[src/rtl/ptw_pkg.sv]
// Package: shared encodings for the page table walker.
// Assumes 64-bit entries; bit positions below are the entry format the
// walker decodes and the memory image must follow.
package ptw_pkg;

    localparam int PTE_VALID = 0;   // entry is present
    localparam int PTE_PTR   = 1;   // low bit of the type field
    localparam int PTE_RD    = 2;   // load allowed
    localparam int PTE_WR    = 3;   // store allowed
    localparam int PTE_EX    = 4;   // fetch allowed
    localparam int PTE_REF   = 5;   // referenced status
    localparam int PTE_DIRTY = 6;   // dirty status
    localparam int PTE_USER  = 7;   // user privilege may access
    localparam int PTE_SUPV  = 8;   // supervisor privilege may access

    // Type field [4:1] value that marks a pointer to the next table.
    localparam logic [3:0] PTR_TYPE = 4'b0001;

    typedef enum logic [2:0] {
        ST_IDLE,
        ST_CHECK_VA,
        ST_READ_PTE,
        ST_EVAL,
        ST_WRITEBACK,
        ST_DONE
    } ptw_state_e;

    typedef struct packed {
        logic supervisor;
        logic store;
        logic fetch;
    } ptw_access_t;

endpackage

[src/rtl/ptw_va_check.sv]
// Module: ptw_va_check
// Checks that the upper bits of a virtual address are a sign extension of
// the top implemented bit, for the format chosen by wide.
// Assumes: widths derived from index bits * levels + page offset.
module ptw_va_check #(
    parameter int ADDR_W        = 64,
    parameter int PAGE_SHIFT    = 12,
    parameter int NARROW_LEVELS = 2,
    parameter int NARROW_IDX    = 10,
    parameter int WIDE_LEVELS   = 3,
    parameter int WIDE_IDX      = 9
) (
    input  logic [ADDR_W-1:0] va,
    input  logic              wide,
    output logic              va_ok
);
    localparam int NARROW_VA = NARROW_IDX * NARROW_LEVELS + PAGE_SHIFT;
    localparam int WIDE_VA   = WIDE_IDX * WIDE_LEVELS + PAGE_SHIFT;
    localparam logic [ADDR_W-1:0] ALL_ONES = '1;

    logic [ADDR_W-1:0] hi_narrow;
    logic [ADDR_W-1:0] hi_wide;
    logic              ok_narrow;
    logic              ok_wide;

    // Purpose: compare the bits at and above the top VA bit with all-0/all-1.
    always_comb begin
        hi_narrow = va >> (NARROW_VA - 1);
        hi_wide   = va >> (WIDE_VA - 1);
        ok_narrow = (hi_narrow == '0) || (hi_narrow == (ALL_ONES >> (NARROW_VA - 1)));
        ok_wide   = (hi_wide == '0) || (hi_wide == (ALL_ONES >> (WIDE_VA - 1)));
        va_ok     = wide ? ok_wide : ok_narrow;
    end

endmodule

[src/rtl/ptw_index_sel.sv]
// Module: ptw_index_sel
// Picks the table index for the current level from the virtual page
// number, forms the entry byte address and checks it against memory size.
// Also reports how many VPN bits lie below this level (for large pages).
// Assumes: level is always below the level count of the selected format.
module ptw_index_sel #(
    parameter int              ADDR_W        = 64,
    parameter int              PAGE_SHIFT    = 12,
    parameter int              NARROW_LEVELS = 2,
    parameter int              NARROW_IDX    = 10,
    parameter int              WIDE_LEVELS   = 3,
    parameter int              WIDE_IDX      = 9,
    parameter int              ENTRY_BYTES   = 8,
    parameter longint unsigned MEM_BYTES     = 64'h40_0000,
    parameter int              LVL_W         = 2,
    parameter int              REM_W         = 7
) (
    input  logic [ADDR_W-1:0] va,
    input  logic              wide,
    input  logic [LVL_W-1:0]  level,
    input  logic [ADDR_W-1:0] table_base,
    output logic [ADDR_W-1:0] entry_addr,
    output logic              entry_in_range,
    output logic [REM_W-1:0]  rem_bits,
    output logic              last_level
);
    localparam int ENTRY_SHIFT = $clog2(ENTRY_BYTES);

    int                levels;
    int                idx_bits;
    int                left;
    logic [ADDR_W-1:0] idx_mask;
    logic [ADDR_W-1:0] idx;
    logic [ADDR_W:0]   sum;

    // Purpose: index extraction, entry address and its bound check.
    always_comb begin
        levels     = wide ? WIDE_LEVELS : NARROW_LEVELS;
        idx_bits   = wide ? WIDE_IDX : NARROW_IDX;
        left       = levels - 1 - int'(level);
        rem_bits   = REM_W'(left * idx_bits);
        last_level = (left == 0);
        idx_mask   = (ADDR_W'(1) << idx_bits) - ADDR_W'(1);
        idx        = (va >> (REM_W'(PAGE_SHIFT) + rem_bits)) & idx_mask;
        sum        = {1'b0, table_base} + {1'b0, (idx << ENTRY_SHIFT)};
        entry_addr = sum[ADDR_W-1:0];
        entry_in_range = !sum[ADDR_W] && (sum[ADDR_W-1:0] < ADDR_W'(MEM_BYTES));
    end

endmodule

[src/rtl/ptw_pte_eval.sv]
// Module: ptw_pte_eval
// Decodes a fetched entry: pointer or leaf, access rights, next table
// base, the (possibly large-page) leaf base and its bound check, and the
// value to write back with the status bits set.
// Assumes: status bits lie below the page number field in both formats.
module ptw_pte_eval
    import ptw_pkg::*;
#(
    parameter int              ADDR_W         = 64,
    parameter int              PAGE_SHIFT     = 12,
    parameter int              NARROW_PPN_LSB = 10,
    parameter int              WIDE_PPN_LSB   = 26,
    parameter longint unsigned MEM_BYTES      = 64'h40_0000,
    parameter int              REM_W          = 7
) (
    input  logic [ADDR_W-1:0] pte,
    input  logic              wide,
    input  ptw_access_t       acc,
    input  logic [ADDR_W-1:0] va,
    input  logic [REM_W-1:0]  rem_bits,
    output logic              is_table,
    output logic              leaf_ok,
    output logic [ADDR_W-1:0] next_base,
    output logic [ADDR_W-1:0] leaf_base,
    output logic              leaf_in_range,
    output logic [ADDR_W-1:0] pte_marked
);
    logic [ADDR_W-1:0] ppn;
    logic [ADDR_W-1:0] low_mask;
    logic              priv_ok;
    logic              kind_ok;

    // Purpose: classify the entry and check the requested access.
    always_comb begin
        ppn      = wide ? (pte >> WIDE_PPN_LSB) : (pte >> NARROW_PPN_LSB);
        is_table = pte[PTE_VALID] && (pte[PTE_EX:PTE_PTR] == PTR_TYPE);
        priv_ok  = acc.supervisor ? pte[PTE_SUPV] : pte[PTE_USER];
        kind_ok  = acc.fetch ? pte[PTE_EX] : (acc.store ? pte[PTE_WR] : pte[PTE_RD]);
        leaf_ok  = pte[PTE_VALID] && !pte[PTE_PTR] && priv_ok && kind_ok;
    end

    // Purpose: build next-level base and the merged leaf page base.
    always_comb begin
        next_base     = ppn << PAGE_SHIFT;
        low_mask      = (ADDR_W'(1) << rem_bits) - ADDR_W'(1);
        leaf_base     = (ppn | ((va >> PAGE_SHIFT) & low_mask)) << PAGE_SHIFT;
        leaf_in_range = leaf_base < ADDR_W'(MEM_BYTES);
    end

    // Purpose: entry value for write-back with referenced/dirty marked.
    always_comb begin
        pte_marked            = pte;
        pte_marked[PTE_REF]   = 1'b1;
        if (acc.store) begin
            pte_marked[PTE_DIRTY] = 1'b1;
        end
    end

endmodule

[src/rtl/ptw_walker.sv]
// Module: ptw_walker (top)
// Page table walker: on start it validates the virtual address, then
// reads one entry per level through a single-outstanding memory port,
// follows pointers, checks rights on the leaf, writes the leaf back with
// status bits set, and reports a page base or a fault (all-ones base).
// Assumes: memory port holds one access at a time and answers with a
// one-cycle mem_ack; start is only honoured in the idle state.
module ptw_walker
    import ptw_pkg::*;
#(
    parameter int              ADDR_W         = 64,
    parameter int              PAGE_SHIFT     = 12,
    parameter int              NARROW_LEVELS  = 2,
    parameter int              NARROW_IDX     = 10,
    parameter int              NARROW_PPN_LSB = 10,
    parameter int              WIDE_LEVELS    = 3,
    parameter int              WIDE_IDX       = 9,
    parameter int              WIDE_PPN_LSB   = 26,
    parameter int              ENTRY_BYTES    = 8,
    parameter longint unsigned MEM_BYTES      = 64'h40_0000
) (
    input  logic              clk,
    input  logic              rst_n,
    input  logic              start,
    input  logic              wide_mode,
    input  logic [ADDR_W-1:0] req_va,
    input  logic              req_supervisor,
    input  logic              req_store,
    input  logic              req_fetch,
    input  logic [ADDR_W-1:0] root_base,
    output logic              mem_req,
    output logic              mem_we,
    output logic [ADDR_W-1:0] mem_addr,
    output logic [ADDR_W-1:0] mem_wdata,
    input  logic              mem_ack,
    input  logic [ADDR_W-1:0] mem_rdata,
    output logic              done,
    output logic              fault,
    output logic [ADDR_W-1:0] page_base
);
    localparam int MAX_LEVELS = (WIDE_LEVELS > NARROW_LEVELS) ? WIDE_LEVELS : NARROW_LEVELS;
    localparam int LVL_W      = (MAX_LEVELS > 1) ? $clog2(MAX_LEVELS) : 1;
    localparam int REM_W      = 7;

    ptw_state_e        state_q;
    logic [ADDR_W-1:0] va_q;
    logic              wide_q;
    ptw_access_t       acc_q;
    logic [ADDR_W-1:0] base_q;
    logic [LVL_W-1:0]  level_q;
    logic [ADDR_W-1:0] pte_q;
    logic [ADDR_W-1:0] pte_addr_q;
    logic [ADDR_W-1:0] result_q;
    logic              fault_q;

    logic              va_ok;
    logic [ADDR_W-1:0] entry_addr;
    logic              entry_in_range;
    logic [REM_W-1:0]  rem_bits;
    logic              last_level;
    logic              is_table;
    logic              leaf_ok;
    logic [ADDR_W-1:0] next_base;
    logic [ADDR_W-1:0] leaf_base;
    logic              leaf_in_range;
    logic [ADDR_W-1:0] pte_marked;

    ptw_va_check #(
        .ADDR_W(ADDR_W), .PAGE_SHIFT(PAGE_SHIFT),
        .NARROW_LEVELS(NARROW_LEVELS), .NARROW_IDX(NARROW_IDX),
        .WIDE_LEVELS(WIDE_LEVELS), .WIDE_IDX(WIDE_IDX)
    ) u_va_check (
        .va    (va_q),
        .wide  (wide_q),
        .va_ok (va_ok)
    );

    ptw_index_sel #(
        .ADDR_W(ADDR_W), .PAGE_SHIFT(PAGE_SHIFT),
        .NARROW_LEVELS(NARROW_LEVELS), .NARROW_IDX(NARROW_IDX),
        .WIDE_LEVELS(WIDE_LEVELS), .WIDE_IDX(WIDE_IDX),
        .ENTRY_BYTES(ENTRY_BYTES), .MEM_BYTES(MEM_BYTES),
        .LVL_W(LVL_W), .REM_W(REM_W)
    ) u_index_sel (
        .va             (va_q),
        .wide           (wide_q),
        .level          (level_q),
        .table_base     (base_q),
        .entry_addr     (entry_addr),
        .entry_in_range (entry_in_range),
        .rem_bits       (rem_bits),
        .last_level     (last_level)
    );

    ptw_pte_eval #(
        .ADDR_W(ADDR_W), .PAGE_SHIFT(PAGE_SHIFT),
        .NARROW_PPN_LSB(NARROW_PPN_LSB), .WIDE_PPN_LSB(WIDE_PPN_LSB),
        .MEM_BYTES(MEM_BYTES), .REM_W(REM_W)
    ) u_pte_eval (
        .pte           (pte_q),
        .wide          (wide_q),
        .acc           (acc_q),
        .va            (va_q),
        .rem_bits      (rem_bits),
        .is_table      (is_table),
        .leaf_ok       (leaf_ok),
        .next_base     (next_base),
        .leaf_base     (leaf_base),
        .leaf_in_range (leaf_in_range),
        .pte_marked    (pte_marked)
    );

    // Purpose: walk sequencing, request capture and result registers.
    always_ff @(posedge clk) begin
        if (!rst_n) begin
            state_q    <= ST_IDLE;
            va_q       <= '0;
            wide_q     <= 1'b0;
            acc_q      <= '0;
            base_q     <= '0;
            level_q    <= '0;
            pte_q      <= '0;
            pte_addr_q <= '0;
            result_q   <= '1;
            fault_q    <= 1'b0;
        end else begin
            case (state_q)
                ST_IDLE: begin
                    if (start) begin
                        va_q    <= req_va;
                        wide_q  <= wide_mode;
                        acc_q   <= '{supervisor: req_supervisor, store: req_store, fetch: req_fetch};
                        state_q <= ST_CHECK_VA;
                    end
                end
                ST_CHECK_VA: begin
                    base_q  <= root_base;
                    level_q <= '0;
                    if (va_ok) begin
                        state_q <= ST_READ_PTE;
                    end else begin
                        result_q <= '1;
                        fault_q  <= 1'b1;
                        state_q  <= ST_DONE;
                    end
                end
                ST_READ_PTE: begin
                    if (!entry_in_range) begin
                        result_q <= '1;
                        fault_q  <= 1'b1;
                        state_q  <= ST_DONE;
                    end else if (mem_ack) begin
                        pte_q      <= mem_rdata;
                        pte_addr_q <= entry_addr;
                        state_q    <= ST_EVAL;
                    end
                end
                ST_EVAL: begin
                    if (is_table && !last_level) begin
                        base_q  <= next_base;
                        level_q <= level_q + LVL_W'(1);
                        state_q <= ST_READ_PTE;
                    end else if (!is_table && leaf_ok) begin
                        pte_q   <= pte_marked;
                        state_q <= ST_WRITEBACK;
                    end else begin
                        result_q <= '1;
                        fault_q  <= 1'b1;
                        state_q  <= ST_DONE;
                    end
                end
                ST_WRITEBACK: begin
                    if (mem_ack) begin
                        result_q <= leaf_in_range ? leaf_base : '1;
                        fault_q  <= !leaf_in_range;
                        state_q  <= ST_DONE;
                    end
                end
                ST_DONE: begin
                    state_q <= ST_IDLE;
                end
                default: state_q <= ST_IDLE;
            endcase
        end
    end

    // Purpose: drive the memory port from the current state.
    always_comb begin
        mem_req   = ((state_q == ST_READ_PTE) && entry_in_range) || (state_q == ST_WRITEBACK);
        mem_we    = (state_q == ST_WRITEBACK);
        mem_addr  = (state_q == ST_WRITEBACK) ? pte_addr_q : entry_addr;
        mem_wdata = pte_q;
    end

    assign done      = (state_q == ST_DONE);
    assign fault     = fault_q;
    assign page_base = result_q;

    // completion is a single-cycle pulse.
    assert_done_pulse_R1: assert property (@(posedge clk) disable iff (!rst_n)
        done |=> !done);

    // fault reported with all-ones base.
    assert_fault_base_R11: assert property (@(posedge clk) disable iff (!rst_n)
        (done && fault) |-> (&page_base));

    // a good result is aligned and inside memory.
    assert_good_base_R10: assert property (@(posedge clk) disable iff (!rst_n)
        (done && !fault) |-> ((page_base < ADDR_W'(MEM_BYTES)) && (page_base[PAGE_SHIFT-1:0] == '0)));

    // a pending access holds its request, address, direction and data.
    assert_req_hold_R12: assert property (@(posedge clk) disable iff (!rst_n)
        (mem_req && !mem_ack) |=> (mem_req && $stable(mem_addr) && $stable(mem_we) && $stable(mem_wdata)));

    // writes only come with a request.
    assert_we_req_R12: assert property (@(posedge clk) disable iff (!rst_n)
        mem_we |-> mem_req);

    // every write-back marks the entry referenced, and dirty on a store.
    assert_wb_marks_R8: assert property (@(posedge clk) disable iff (!rst_n)
        mem_we |-> (mem_wdata[PTE_REF] && (!acc_q.store || mem_wdata[PTE_DIRTY])));

endmodule

[config.mk]
export PLATFORM = sky130hd
export DESIGN_NAME = ptw_walker
export DESIGN_NICKNAME = d
export VERILOG_FILES = /design/src/rtl/ptw_pkg.sv /design/src/rtl/ptw_va_check.sv /design/src/rtl/ptw_index_sel.sv /design/src/rtl/ptw_pte_eval.sv /design/src/rtl/ptw_walker.sv
export SDC_FILE = /design/constraint.sdc
export NUM_CORES = 1
export LEC_CHECK = 0
export ABC_AREA = 1
export BUFFER_PORTS_ARGS = -buffer_cell sky130_fd_sc_hd__buf_2
export CAP_MARGIN = 30
export CORE_MARGIN = 2
export CORE_UTILIZATION = 52
export CTS_CLUSTER_DIAMETER = 80
export DETAILED_ROUTE_END_ITERATION = 8
export PLACE_DENSITY = 0.81
export SYNTH_ARGS = -nofsm -noshare
export SYNTH_HDL_FRONTEND = slang
export SYNTH_SLANG_ARGS = --single-unit
[constraint.sdc]
create_clock -name clk -period 7.08 [get_ports clk]
set_input_delay 0.708 -clock clk [delete_from_list [all_inputs] [get_ports clk]]
set_output_delay 0.708 -clock clk [all_outputs]
set_load 0.005 [all_outputs]
==> impl_metrics.ini, run 1 <==
[placement]
finalWeightedCongestion = 1.05
dpl_cell_area_sq_mm = 0.0245
dp.cells = 4357
port_buffers = 395
place_hpwl_mm = 73.8

[final_layout]
area_delta_synth_final_pct = 28.3
final_cell_mix = 771 x nand2_1, 394 x buf_2, 382 x nor2_1
num-fill-cells = 3739
seqCellArea_sq_mm = 0.00639
fin_cells = 4475
multiInputGateArea_sq_mm = 0.0137
drive_gt1_share_pct = 23.5
mostFrequentLayoutCell = nand2_1
nets = 4131
final_area_sq_mm = 0.0274

[critical_path]
reg2reg_setup_slack_ps = 280
end_kind = primary output
crit_arrival_ps = 6360
cpMostUsedCell = nand2_2
start_kind = flop
max_stage_delay_ps = 500
crit_required_ps = 6370
cp_slowest_cell = fa_1
critPathKind = reg2out
worstPathMaxFanout = 8

[sta]
min_period_over_period_pct = 99.8
hold_violations = 0
tightestPinTransition_ps = 1070
max_freq_mhz = 141
fin_skew_ps = 33.1
fin_crit_ps = 7070
drv_slew = 0
slew_headroom_pct = 27.7
setup_viol = 0
fin_setup_tns_ps = 0
grt_setup_unrepaired = yes

[detailed_routing]
drt_wl_total_mm = 95.7
vias_per_cell = 5.86
wl_per_cell_um = 21.4
drc = 0
ant_nets = 0
vias = 26200
drtIter0Drc = 3429
first_pass_iters = 6

[yosys]
synth-seq-cells = 319
synth_top_area_share_pct = 29.9
synth.distinct_cells = 58
async_reset_ff_share_pct = 0
yosysTopAreaCell = dfxtp_1
synth_edf_count = 0
syn_area_sq_mm = 0.0213
synthCells = 3475
synth_warnings = 0
ys_seq_area_share_pct = 29.9
yosys-top-cells-area = dfxtp_1 30%, nand2_1 14%, o21ai_0 8.3%
synth_area_per_cell_sq_um = 6.14
synth_ff_type = dfxtp_1

[min_path]
hp-class = in2reg

[die]
die_w_um = 207
die_y_um = 207
die_area_sq_mm = 0.0427
rows = 74
start_util_pct = 52.5
coreArea_sq_mm = 0.0406
ios = 396

[clock_network]
cts_tree = done
numCtsBuffers = 38
clk_pin_slew_ps = 60
postCtsHoldBufs = 0
ctsRootBufferMaster = clkbuf_16
cts.path.max_buffers = 3
cts.htree.levels = 2
clock_sinks = 319
clkLatencyLatePin_ps = 590

[global_routing]
antenna_found_initial = 4
grt_pass1_vias = 22900
grt_start_max_net_pins = 98
grt_pass1_wl_mm = 136
gr-total-overflow = 0
grt_use_total_pct = 42.3

[run]
drv_cap = 0

[status]
status = finished clean
-- kinds of logic (layout without fill, tap and decap cells) --
group	count (synthesis)	after routing	share of synthesized area, %
fa+ha+maj	26	26	1.63
xor+xnor	58	58	2.38
compound gates	762	762	20.9
mux	7	7	0.328
buf+inv	621	1080	11.6
flops	319	319	29.9
other cells	1	10	0.0176
simple gates	1681	1681	33.2
-- registers in the layout (all words and copies together) (netlist names) --
signal / flops
acc_q: 3
base_q: 64
fault: 1
level_q: 2
mem_wdata: 64
page_base: 53
pte_addr_q: 64
state_q: 3
va_q: 64
wide_q: 1
-- critical path: cells and delay by family, from the launching register on --
family | cells | cell delay, ps
buf+inv | 11 | 1050
compound gates | 1 | 60
xor+xnor | 1 | 230
simple gates | 20 | 2360
fa+ha+maj | 6 | 1730
flops | 1 | 320
-- metal layers --
metal | track usage [%] | vias to the layer above | share of wire (%)
li1 | - | 12400 | -
met1 | 54.5 | 12000 | 40
met2 | 67.0 | 1541 | 45
met3 | 7.71 | 341 | 9.2
met4 | 23.3 | 2 | 6.5
met5 | 0 | - | 0.014
-- timing repair --
| item | CTS | global route |
|---|---|---|
| pin swaps | 34 | 80 |
| setup buffers | 22 | 20 |
| gates resized for setup | 100 | 156 |
| endpoints found under the setup margin | 206 | 209 |
| cloned | 1 | 0 |
-- layout make-up --
| type | instances | area share (%) |
|---|---|---|
| Sequential cell | 319 | 23.3 |
| Antenna cell | 8 | 0.0731 |
| Timing Repair Buffer | 607 | 13.8 |
| Tap cell | 532 | 2.43 |
| Inverter | 403 | 5.58 |
| Multi-Input combinational cell | 2536 | 50.0 |
| Clock inverter | 25 | 0.932 |
| Clock buffer | 45 | 3.87 |
-- Yosys cell counts (all sizes together) (2+ instances only) --
cell and n:
xor2 45, o21ai 391, nand3 269, nand4 63, a311oi 16, o21bai 4
or2 4, fa 3, a21oi 134, clkinv 3, ha 23, mux2i 7
inv 400, a21boi 4, a22oi 3, and3 5, nor4 14, o22ai 13
a31oi 41, nor2 419, o21a 3, o311ai 2, a211oi 130, clkbuf 161
o211ai 10, nor3 84, xnor2 13, nand3b 5, buf 57, dfxtp 319
o31ai 4, nand2 816
-- metrics by stage --
step / hold slack, ps / util [%] / worst slack, ps
finish: 369 / 67.3 / 11.7
detailed placement: 440 / 60.3 / -238
floorplan: 424 / - / 58.4
global placement: 433 / 60.2 / -97.1
CTS: 352 / 65.1 / 5.45
global route: 380 / 67.3 / -178
-- worst paths after layout --
path,from,to,cells past startpoint
setup reg to reg,level_q[0],page_base[33],45
setup / recovery,level_q[0],mem_req,39
hold / removal,root_base[60],base_q[60],3
hold reg to reg,pte_addr_q[14],pte_addr_q[14],2
Power of run 1 is left out: the tool's default activity adds up to more than one toggle a clock period on the data nets, which glitch-free logic cannot reach.
==> run 2, diff against run 1 <==
--- a/config.mk
+++ b/config.mk
@@ -8,8 +8,11 @@
 export ABC_AREA = 1
 export BUFFER_PORTS_ARGS = -buffer_cell sky130_fd_sc_hd__buf_2
 export CAP_MARGIN = 30
+export CELL_PAD_IN_SITES_DETAIL_PLACEMENT = 1
+export CELL_PAD_IN_SITES_GLOBAL_PLACEMENT = 2
+export CORE_ASPECT_RATIO = 1.2
 export CORE_MARGIN = 2
-export CORE_UTILIZATION = 52
+export CORE_UTILIZATION = 27
 export CTS_CLUSTER_DIAMETER = 80
 export DETAILED_ROUTE_END_ITERATION = 8
 export PLACE_DENSITY = 0.81
==> impl_metrics.ini, run 2 (same netlist as run 1, synthesis figures left out) <==
[critical_path]
r2r-start = wide_q
worst_r2r_endpoint = page_base[45]
critPathKind = reg2out
worstPathMaxFanout = 6
cpMostUsedCell = ha_4
reg2reg_setup_slack_ps = 390
rr_worst_depth = 40
start_kind = flop
crit_arrival_ps = 6430
cp_slowest_cell = fa_1
critical_path_buf_inv_count = 9
path_delay_family = adder cells
end_kind = primary output
max_stage_delay_ps = 580
crit_required_ps = 6370

[clock_network]
cts.path.max_buffers = 3
ctsRootBufferMaster = clkbuf_16
postCtsHoldBufs = 0
numCtsBuffers = 43
clk_pin_slew_ps = 60
cts.htree.levels = 2
cts_tree = done
clkLatencyLatePin_ps = 610
clock_sinks = 319

[placement]
place_hpwl_mm = 95.7
port_buffers = 395
dpl_cell_area_sq_mm = 0.0252
finalWeightedCongestion = 1.01

[detailed_routing]
vias_per_cell = 5.19
vias = 25900
drt_wl_total_mm = 120
drc = 0
first_pass_iters = 5
drtIter0Drc = 1809
wl_per_cell_um = 24.0
ant_nets = 0

[pwr]
power.density_mw_per_mm2 = 697
p_leak_nw = 12.6
vdd_ir_drop_max_uv = 440

[sta]
fin_skew_ps = 29.8
slew_headroom_pct = 24.4
grt_setup_unrepaired = yes
tightestPinTransition_ps = 1120
fin_setup_tns_ps = -53.2
fin_crit_ps = 7130
finalWorstSetupSlack_ps = -53.2
min_period_over_period_pct = 101
holdWs_ps = 344
setup_viol = 1
hold_violations = 0
max_freq_mhz = 140
drv_slew = 0

[final_layout]
final_area_sq_mm = 0.0282
drive_gt1_share_pct = 23.3
final_cell_mix = 770 x nand2_1, 397 x buf_2, 380 x nor2_1
area_delta_synth_final_pct = 32.0
nets = 4138
mostFrequentLayoutCell = nand2_1

[global_routing]
grt_start_max_net_pins = 87
gr-total-overflow = 0
grt_use_total_pct = 28.4
grt_pass1_vias = 25800
grt_pass1_wl_mm = 171
antenna_found_initial = 18

[die]
die_area_sq_mm = 0.0813
die_y_um = 312
rows = 112
ios = 396
start_util_pct = 27.3
die_w_um = 261
coreArea_sq_mm = 0.0781

[min_path]
hp-start = root_base[42]
min_to = base_q[42]
hp-class = in2reg
hold_depth = 3

[run]
drv_cap = 0

[status]
violations = setup timing
status = complete, but fails checks
-- run 2: metal layers --
layer	wire length [um]	vias to the layer above	global-route usage [%]
met5	10	-	0
met4	7930	2	17.3
met3	5640	264	3.72
met2	57000	717	47.9
met1	49000	12500	34.3
li1	-	12400	-
-- run 2: repair_timing --
| action | in CTS | in global routing |
|---|---|---|
| setup endpoints to repair | 237 | 74 |
| gates cloned | 1 | 0 |
| gates resized for setup | 150 | 85 |
| setup buffers | 33 | 15 |
| pin swaps | 53 | 56 |
-- run 2: metrics by stage --
| step | instances | setup slack [ps] | total power [mW] | util (%) |
|---|---|---|---|---|
| 6_report | 4985 | -53.2 | 19.6 | 36.1 |
| 5_1_grt | 4984 | -331 | 20.9 | 36.1 |
| 4_1_cts | 4954 | -45.4 | 18.8 | 35.4 |
| 3_5_place_dp | 4846 | -368 | 14.8 | 32.3 |
| 3_3_place_gp | 4840 | -336 | 14.7 | 32.2 |
| 2_1_floorplan | 3476 | 58.4 | 9.58 | - |
-- run 2: layout make-up --
class                      instances  area (sq um)
inverter                         403          1530
antenna                           16          40.0
clock inverter                    24           325
tap                             1026          1280
clock buffer                      52          1150
multi-input combinational       2536         13500
sequential                       319          6390
timing repair buffer             609          3920
fill                           10100         49900
-- run 2: power breakdown --
group          leakage, nW  switching [mW]  internal [mW]
Sequential            2.61           0.528           2.21
Clock                0.718           0.971           1.36
Combinational         9.32            9.24           5.32
-- run 2: worst register-to-register path, delay by kind of cell, from the launching register on --
family,cells,cell delay (ps)
adders and majority gates,7,1920
buffers and inverters,11,1450
DFF,1,360
and+or+nand+nor,16,1880
AOI/OAI and AO/OA,5,720
xor gates and xnor gates,1,230
-- run 2: how the worst max path moves through the flow --
stage               startpoint  cells after the start  slack, ps       endpoint
finish                  wide_q                     35        -50        mem_req
CTS                     wide_q                     41        -50        mem_req
global route        level_q[0]                     41       -330        mem_req
global placement    level_q[0]                     42       -340  page_base[31]
floorplan               wide_q                     38         60        mem_req
detailed placement  level_q[0]                     42       -370  page_base[49]
(Power assumes the default switching activity.)
